<file path="src/rtl/bas_pkg.sv">
package bas_pkg;
  localparam int LOW_W = 2;

  typedef enum logic {
    ORD_INTERLEAVE = 1'b0,
    ORD_LINEAR     = 1'b1
  } order_e;

  typedef logic [LOW_W-1:0] beat_t;
endpackage

</file>
<file path="src/rtl/bas_start_capture.sv">
module bas_start_capture
  import bas_pkg::*;
#(
  parameter int AW = 18
) (
  input  logic          clk,
  input  logic          rst,
  input  logic          pstrb_i,
  input  logic          cstrb_i,
  input  logic [AW-1:0] ext_addr_i,
  output logic          load_o,
  output beat_t         base_lo_o
);
  beat_t base_q;

  assign load_o = pstrb_i | cstrb_i;

  always_ff @(posedge clk) begin
    if (rst)         base_q <= '0;
    else if (load_o) base_q <= ext_addr_i[LOW_W-1:0];
  end

  assign base_lo_o = base_q;

  a_r5_base_latched: assert property (@(posedge clk) disable iff (rst)
    load_o |=> base_q == $past(ext_addr_i[LOW_W-1:0]));
endmodule

</file>
<file path="src/rtl/bas_step_calc.sv">
module bas_step_calc
  import bas_pkg::*;
#(
  parameter bit USE_MODE_PIN = 1'b1
) (
  input  beat_t cur_lo_i,
  input  beat_t base_lo_i,
  input  beat_t cnt_i,
  input  logic  lin_order_i,
  output beat_t nxt_lo_o,
  output beat_t nxt_cnt_o
);
  order_e ord;

  assign nxt_cnt_o = beat_t'(cnt_i + beat_t'(1));

  generate
    if (USE_MODE_PIN) begin : g_pin
      assign ord = order_e'(lin_order_i);
    end else begin : g_fixed
      logic unused_pin;
      assign unused_pin = lin_order_i;
      assign ord = ORD_INTERLEAVE;
    end
  endgenerate

  always_comb begin
    if (ord == ORD_LINEAR) nxt_lo_o = beat_t'(cur_lo_i + beat_t'(1));
    else                   nxt_lo_o = base_lo_i ^ nxt_cnt_o;
  end
endmodule

</file>
<file path="src/rtl/bas_gen.sv">
module bas_gen
  import bas_pkg::*;
#(
  parameter int AW           = 18,
  parameter bit USE_MODE_PIN = 1'b1
) (
  input  logic          clk,
  input  logic          rst,
  input  logic          pstrb_i,
  input  logic          cstrb_i,
  input  logic          adv_i,
  input  logic          lin_order_i,
  input  logic [AW-1:0] ext_addr_i,
  output logic [AW-1:0] addr_o,
  output logic          active_o
);
  localparam int HI_W = AW - LOW_W;

  logic          load;
  beat_t         base_lo, cnt_q, nxt_lo, nxt_cnt;
  logic [AW-1:0] addr_q;
  logic          active_q;
  logic          step;

  bas_start_capture #(.AW(AW)) u_cap (
    .clk        (clk),
    .rst        (rst),
    .pstrb_i    (pstrb_i),
    .cstrb_i    (cstrb_i),
    .ext_addr_i (ext_addr_i),
    .load_o     (load),
    .base_lo_o  (base_lo)
  );

  bas_step_calc #(.USE_MODE_PIN(USE_MODE_PIN)) u_step (
    .cur_lo_i    (addr_q[LOW_W-1:0]),
    .base_lo_i   (base_lo),
    .cnt_i       (cnt_q),
    .lin_order_i (lin_order_i),
    .nxt_lo_o    (nxt_lo),
    .nxt_cnt_o   (nxt_cnt)
  );

  assign step = adv_i & active_q & ~load;

  always_ff @(posedge clk) begin
    if (rst) begin
      addr_q   <= '0;
      cnt_q    <= '0;
      active_q <= 1'b0;
    end else if (load) begin
      addr_q   <= ext_addr_i;
      cnt_q    <= '0;
      active_q <= 1'b1;
    end else if (step) begin
      addr_q[LOW_W-1:0] <= nxt_lo;
      cnt_q             <= nxt_cnt;
    end
  end

  assign addr_o   = addr_q;
  assign active_o = active_q;

  a_r1_reset_clears: assert property (@(posedge clk)
    rst |=> (addr_o == '0 && !active_o));

  a_r4_hold: assert property (@(posedge clk) disable iff (rst)
    (!pstrb_i && !cstrb_i && !adv_i) |=> ($stable(addr_o) && $stable(active_o)));

  a_r5_load: assert property (@(posedge clk) disable iff (rst)
    (pstrb_i || cstrb_i) |=> (addr_o == $past(ext_addr_i) && active_o));

  a_r8_upper_fixed: assert property (@(posedge clk) disable iff (rst)
    (!pstrb_i && !cstrb_i) |=> $stable(addr_o[AW-1:LOW_W]));

  a_r9_idle_adv: assert property (@(posedge clk) disable iff (rst)
    (!active_o && !pstrb_i && !cstrb_i) |=> $stable(addr_o));

  generate
    if (USE_MODE_PIN) begin : g_lin_chk
      a_r2_linear_step: assert property (@(posedge clk) disable iff (rst)
        (active_o && adv_i && lin_order_i && !pstrb_i && !cstrb_i)
        |=> addr_o[LOW_W-1:0] == beat_t'($past(addr_o[LOW_W-1:0]) + beat_t'(1)));
    end
  endgenerate

  initial begin
    a_aw_wide: assert (HI_W >= 1);
  end
endmodule

</file>
<file path="config.mk">
export PLATFORM = sky130hd
export DESIGN_NAME = bas_gen
export DESIGN_NICKNAME = d
export VERILOG_FILES = /design/src/rtl/bas_pkg.sv /design/src/rtl/bas_start_capture.sv /design/src/rtl/bas_step_calc.sv /design/src/rtl/bas_gen.sv
export SDC_FILE = /design/constraint.sdc
export NUM_CORES = 1
export LEC_CHECK = 0
export ABC_AREA = 1
export ABC_CLOCK_PERIOD_IN_PS = 1100
export BUFFER_PORTS_ARGS = -buffer_cell sky130_fd_sc_hd__buf_2
export CAP_MARGIN = 25
export CORE_ASPECT_RATIO = 0.9
export CORE_MARGIN = 2
export CORE_UTILIZATION = 46
export DETAILED_ROUTE_END_ITERATION = 6
export PLACE_DENSITY_LB_ADDON = 0.1
export REMOVE_ABC_BUFFERS = 1
export SYNTH_ARGS = -nofsm -noshare
export SYNTH_HDL_FRONTEND = slang
export SYNTH_SLANG_ARGS = --single-unit
</file>
<file path="constraint.sdc">
create_clock -name clk -period 1.1 [get_ports clk]
set_input_delay 0.055 -clock clk [delete_from_list [all_inputs] [get_ports clk]]
set_output_delay 0.055 -clock clk [all_outputs]
set_load 0.05 [all_outputs]
</file>
==> run summary, run 1 <==
CTS Root Cell: clkbuf_4
WL final: 2.55 mm
Slew headroom: 83.5%
Clock buffer depth: 2
Yosys warnings: 0
Crit end category: primary output
Layout Cells excl Fill: 217
Number of nets in the layout: 215
Die Width: 53.3 um
GR Overflow Total: 0
Tot Pwr: 1.81 mW
GP Congestion: 0.883
CTS H-tree lvls: 1
Pin count of the biggest net entering global routing: 18
CP peak stage delay: 400 ps
CP required: 1040 ps
Flops & latches, synth: 23
DRC: 0
Setup Skew: 3.07 ps
Critical path's top delay family: flip-flops
Worst Path Arrival: 980 ps
DPL Wire Length: 1.62 mm
Pre-CTS setup slack: 99.7 ps
Inserted Diodes: 0
Worst-margin pin slew: 248 ps
Avg Synthesized Cell Area: 7.91 um2
CTS tree: built
Total number of vias: 1028
I/O pin count: 43
Final WS setup: 64.5 ps
Commonest non-fill, non-tap cell in the layout: buf_2
Clk_lat worst skew: 300 ps
Layout cells sized above 1: 43.2%
Synth Cell Area: 0.00100 mm2
Crit-path cells: buf_2
Total setup buffers inserted after CTS: 0
Initial antenna violation count: 0
Port bufs: 42
Largest fanout on the critical path: 3
Status: finished, final reports clean
Max_cap viols: 0
DRT Pass-1 Iters: 4
CP Launch Type: register
Slew Viols, Final: 0
Drt wl/cell: 11.8 um
Final Hold Viols: 0
Antenna viol nets, final: 0
Sequential-to-total area share from yosys stat: 45.8%
CP bufs+invs: 1
Number of CTS-inserted buffers: 3
HP Class: in2reg
Layout area overhead: 43.6%
WS Path Type: reg2out
TNS Setup: 0 ps
Reg clk slew, reported paths: 130 ps
First-pass GRT wire length: 4.17 mm
Peak VDD IR: 0.977 mV
Fmax: 0.966 GHz
Worst hold slack: 15.4 ps
Post-Syn Instances: 127
Vias/cell: 4.74
# setup viols final: 0
Final min period: 1040 ps
Top_reg_cell synth: dfxtp_1
Hold Startpoint: ext_addr_i[13]
Crit. Startpoint: addr_o[1]
DIE AREA: 0.00257 mm2
PwrDens: 1250 mW/mm2
RSZ-0062 raised after global routing: false
GRT Util Overall: 21.5%
Cell variety after synth: 20
Leakage: 0.692 nW
R2R Path Start: active_o
Die Ht: 48.3 um
Most frequent cells in the layout: buf_2, dfxtp_1, nor2_2, nor2_1, dlygate4sd3_1
Initial Util: 47.3%
Clock sink total: 23
Post-synth ARST share: 0%
Placed insts: 195
EDFF count, synth: 0
CP max-delay cell: dfxtp_1
Initial drt markers: 33
CORE AREA: 0.00212 mm2
Vias in the first global route: 983
Fillcell total: 177
Site Rows: 16
Period utilization: 94.1%
-- layout make-up --
type / instances / area, um2 / area share, %
repair buffers: 63 / 413 / 28.6
flip-flops and latches: 23 / 462 / 32.0
clock buffers: 4 / 26.3 / 1.82
inverters: 12 / 45.0 / 3.12
well taps: 27 / 33.8 / 2.34
multi-input cells: 88 / 463 / 32.1
-- state kept, by name (all words and copies together) (netlist names) --
name,count
addr_o,18
u_cap.base_lo_o,2
cnt_q,2
active_o,1
-- synth_stat cells, types with 3 or more instances --
cell / instances / area share [%]
nor2_1: 18 / 6.7
inv_2: 4 / 1.5
nor2_2: 21 / 13
a21oi_1: 3 / 1.5
dfxtp_1: 23 / 46
o21ai_0: 15 / 7.5
nand2_1: 13 / 4.9
inv_1: 8 / 3.0
nand3_1: 5 / 2.5
nand2_2: 3 / 1.9
-- tightest hold or removal path, delay by kind of cell --
family / cells / cell delay [ps]
AOI/OAI and AO/OA: 1 / 90
buffers and inverters: 1 / 80
and+or+nand+nor: 1 / 70
-- stage by stage --
| step | area (um2) | util [%] |
|---|---|---|
| 6_report | 1440 | 68.0 |
| 5_1_grt | 1440 | 68.0 |
| 4_1_cts | 1440 | 67.7 |
| 3_5_place_dp | 1230 | 58.0 |
| 3_3_place_gp | 1230 | 58.0 |
| 2_1_floorplan | 963 | - |
-- final timing paths --
check,end,slack (ps),depth (start not counted)
hold reg to reg,addr_o[10],490,2
setup / recovery,addr_o[1],60,1
hold / removal,addr_o[13],20,3
setup reg to reg,addr_o[0],90,6
-- per-layer routing --
layer	part of all wire [%]	global-route usage, %
met5	0	0
met1	41	26.3
met2	49	36.4
met3	7.6	4.94
met4	2.0	6.84
-- what timing repair did --
item,4_1_cts,5_1_grt
hold buffers,18,0
gates resized for setup,0,2
setup endpoints to repair,0,1
endpoints found under the hold margin,19,0
-- logic make-up after synthesis --
kind of cell    Yosys count  share of synthesized area (%)
flops                    23                           45.8
compound gates           25                           13.8
simple gates             63                           31.8
buf+inv                  16                           8.59
-- where the power goes --
part	internal, mW	switching (mW)
Clock	0.141	0.252
Combinational	0.166	0.326
Sequential	0.889	0.0333
Note: power is estimated with default switching activity, not from simulation.
==> run 2, diff against run 1 <==
- ABC_AREA: 1 -> unset
- CORE_UTILIZATION: 46 -> 44
==> run 2 against run 1 <==
Setup slack worse by 1.2 ps. Clock power is 6.6% lower. Non-clock buffer count is 1 higher. Hold slack worse by 5.8 ps. Total power is 5.9% lower. Core utilization is 2.2 points higher. Via count is 12% lower. Critical path depth is 2 higher. Highest routed layer unchanged.
==> run summary, run 2 <==
Status: finished, final reports clean
CP required: 1340 ps
Layout area overhead: 50.8%
# setup viols final: 0
DIE AREA: 0.00238 mm2
Vias/cell: 4.67
Initial Util: 46.5%
Fmax: 0.965 GHz
Post-synth ARST share: 0%
Worst-margin pin slew: 276 ps
First-pass GRT wire length: 3.23 mm
Setup Skew: 1.83 ps
Simple-gate share of the synthesized area: 21.4%
Clk_lat worst skew: 300 ps
Yosys top cell area share: 52.2%
Initial antenna violation count: 0
Tot Pwr: 1.70 mW
Avg Synthesized Cell Area: 8.24 um2
Reg2reg setup slack: 60 ps
Int Power: 1.18 mW
Slew Viols, Final: 0
CP peak stage delay: 410 ps
Site Rows: 15
I/O pin count: 43
Reg clk slew, reported paths: 110 ps
Die Width: 51.2 um
Cell variety after synth: 21
Gate power share: 25.1%
Post-Syn Instances: 107
Crit end category: register
Period utilization: 94.2%
Slew headroom: 81.6%
Final Core Density: 70.2%
Number of flip-flops in the largest register: 18
Top post-synthesis cells by count: nand2_1, dfxtp_1, a21oi_1
Clock buffer depth: 2
Antenna viol nets, final: 0
Area share of fa/ha/maj cells after synthesis: 0%
Area leader, netlist: dfxtp_1
Clock group share of total power: 21.6%
Peak VDD IR: 1.14 mV
EDFF count, synth: 0
R2R Path Start: addr_o[1]
CP bufs+invs: 0
WS Path Type: reg2reg
CTS Root Cell: clkbuf_4
DPL Wire Length: 1.46 mm
Synth Cell Area: 882 um2
DRC: 0
GP Congestion: 0.719
Reg power frac: 53.4%
Post-synthesis mux area share: 0%
GR Overflow Total: 0
Vias in the first global route: 800
Count leader, synth: nand2_1
Pin count of the biggest net entering global routing: 16
DRT Pass-1 Iters: 4
Hold Startpoint: ext_addr_i[16]
WL final: 2.07 mm
RSZ-0062 raised after global routing: false
Leakage: 0.632 nW
Sequential-to-total area share from yosys stat: 52.2%
CTS tree: built
PwrDens: 1280 mW/mm2
Crit. Startpoint: addr_o[1]
Final Hold Viols: 0
Layout cells sized above 1: 32.1%
Port bufs: 42
Initial drt markers: 17
Total setup buffers inserted after CTS: 0
Pre-CTS setup slack: 85.1 ps
Crit-path cells: xnor2_1 -> a2111o_1 -> o22ai_1
P_sw: 0.520 mW
Drt wl/cell: 10.7 um
Final min period: 1040 ps
Xor-xnor portion of the synthesized cell area: 6.67%
Compound-Gate Fraction of Synth Area: 16.3%
Flops & latches, synth: 23
Yosys warnings: 0
HP Class: in2reg
Inserted Diodes: 0
CP Launch Type: register
Ranking of synthesized cells by area: dfxtp_1, nand2_1, a21oi_1
Largest fanout on the critical path: 3
Number of nets in the layout: 193
Number of CTS-inserted buffers: 3
Worst Path Arrival: 1280 ps
Final WS setup: 63.3 ps
Most frequent cells in the layout: buf_2, nand2_1, dfxtp_1, a21oi_1, dlygate4sd3_1
Max_cap viols: 0
Commonest non-fill, non-tap cell in the layout: buf_2
Clock sink total: 23
Sw Share: 30.6%
Top_reg_cell synth: dfxtp_1
CORE AREA: 0.00190 mm2
GRT Util Overall: 18.5%
Combinational family with the most area after synthesis: simple AND/OR/NAND/NOR gates
Critical path's top delay family: compound AO/OA/AOI/OAI gates
CP max-delay cell: a2111o_1
Total number of vias: 901
CTS H-tree lvls: 1
Die Ht: 46.5 um
## run 2: area by class of cell
class | count | area [um2]
clock buffer | 4 | 26.3
tap | 25 | 31.3
sequential | 23 | 463
fill | 165 | 566
multi-input combinational | 77 | 392
timing repair buffer | 64 | 418
## run 2: stage by stage
step           TNS, ps  cells  hold WS (ps)  instance area [um2]
4_1_cts              0    193          2.18                 1330
2_1_floorplan     -591    100           124                  852
3_3_place_gp         0    173           300                 1140
6_report             0    193          9.57                 1330
3_5_place_dp         0    173           305                 1140
5_1_grt              0    193          4.81                 1330
## run 2: logic make-up after synthesis
| logic type | Yosys count |
|---|---|
| and+or+nand+nor | 47 |
| AOI/OAI and AO/OA | 25 |
| DFF | 23 |
| buffers and inverters | 7 |
| xor gates and xnor gates | 5 |
## run 2: path summary, 6_finish.rpt
path	cells past startpoint	end
hold / removal	3	addr_o[16]
setup reg to reg	3	addr_o[1]
setup / recovery	3	addr_o[1]
hold reg to reg	2	addr_o[11]
## run 2: power by group through the flow
| stage | Clock (mW) | Sequential [mW] | Combinational, mW |
|---|---|---|---|
| detailed placement | 0 | 0.926 | 0.380 |
| finish | 0.367 | 0.908 | 0.426 |
| floorplan | 0 | 1.08 | 0.0888 |
| CTS | 0.384 | 0.907 | 0.426 |
| global route | 0.416 | 0.915 | 0.456 |
| global placement | 0 | 0.924 | 0.375 |
## run 2: worst reg2reg max path, delay by kind of cell (launching register included)
kind,cells,cell delay (ps)
AOI/OAI and AO/OA,2,510
xor gates and xnor gates,1,130
DFF,1,350
## run 2: what timing repair did
| action | 4_1_cts | 5_1_grt |
|---|---|---|
| endpoints found under the setup margin | 1 | 2 |
| hold buffers | 16 | 0 |
| endpoints found under the hold margin | 16 | 0 |
| gates resized for setup | 1 | 2 |
## run 2: layer usage
| metal | global-route usage, % | vias up | part of all wire [%] |
|---|---|---|---|
| met5 | 0 | - | 0 |
| met3 | 6.82 | 2 | 7.2 |
| met4 | 4.86 | 0 | 0.58 |
| li1 | - | 475 | - |
| met2 | 30.9 | 35 | 46 |
| met1 | 22.8 | 389 | 46 |
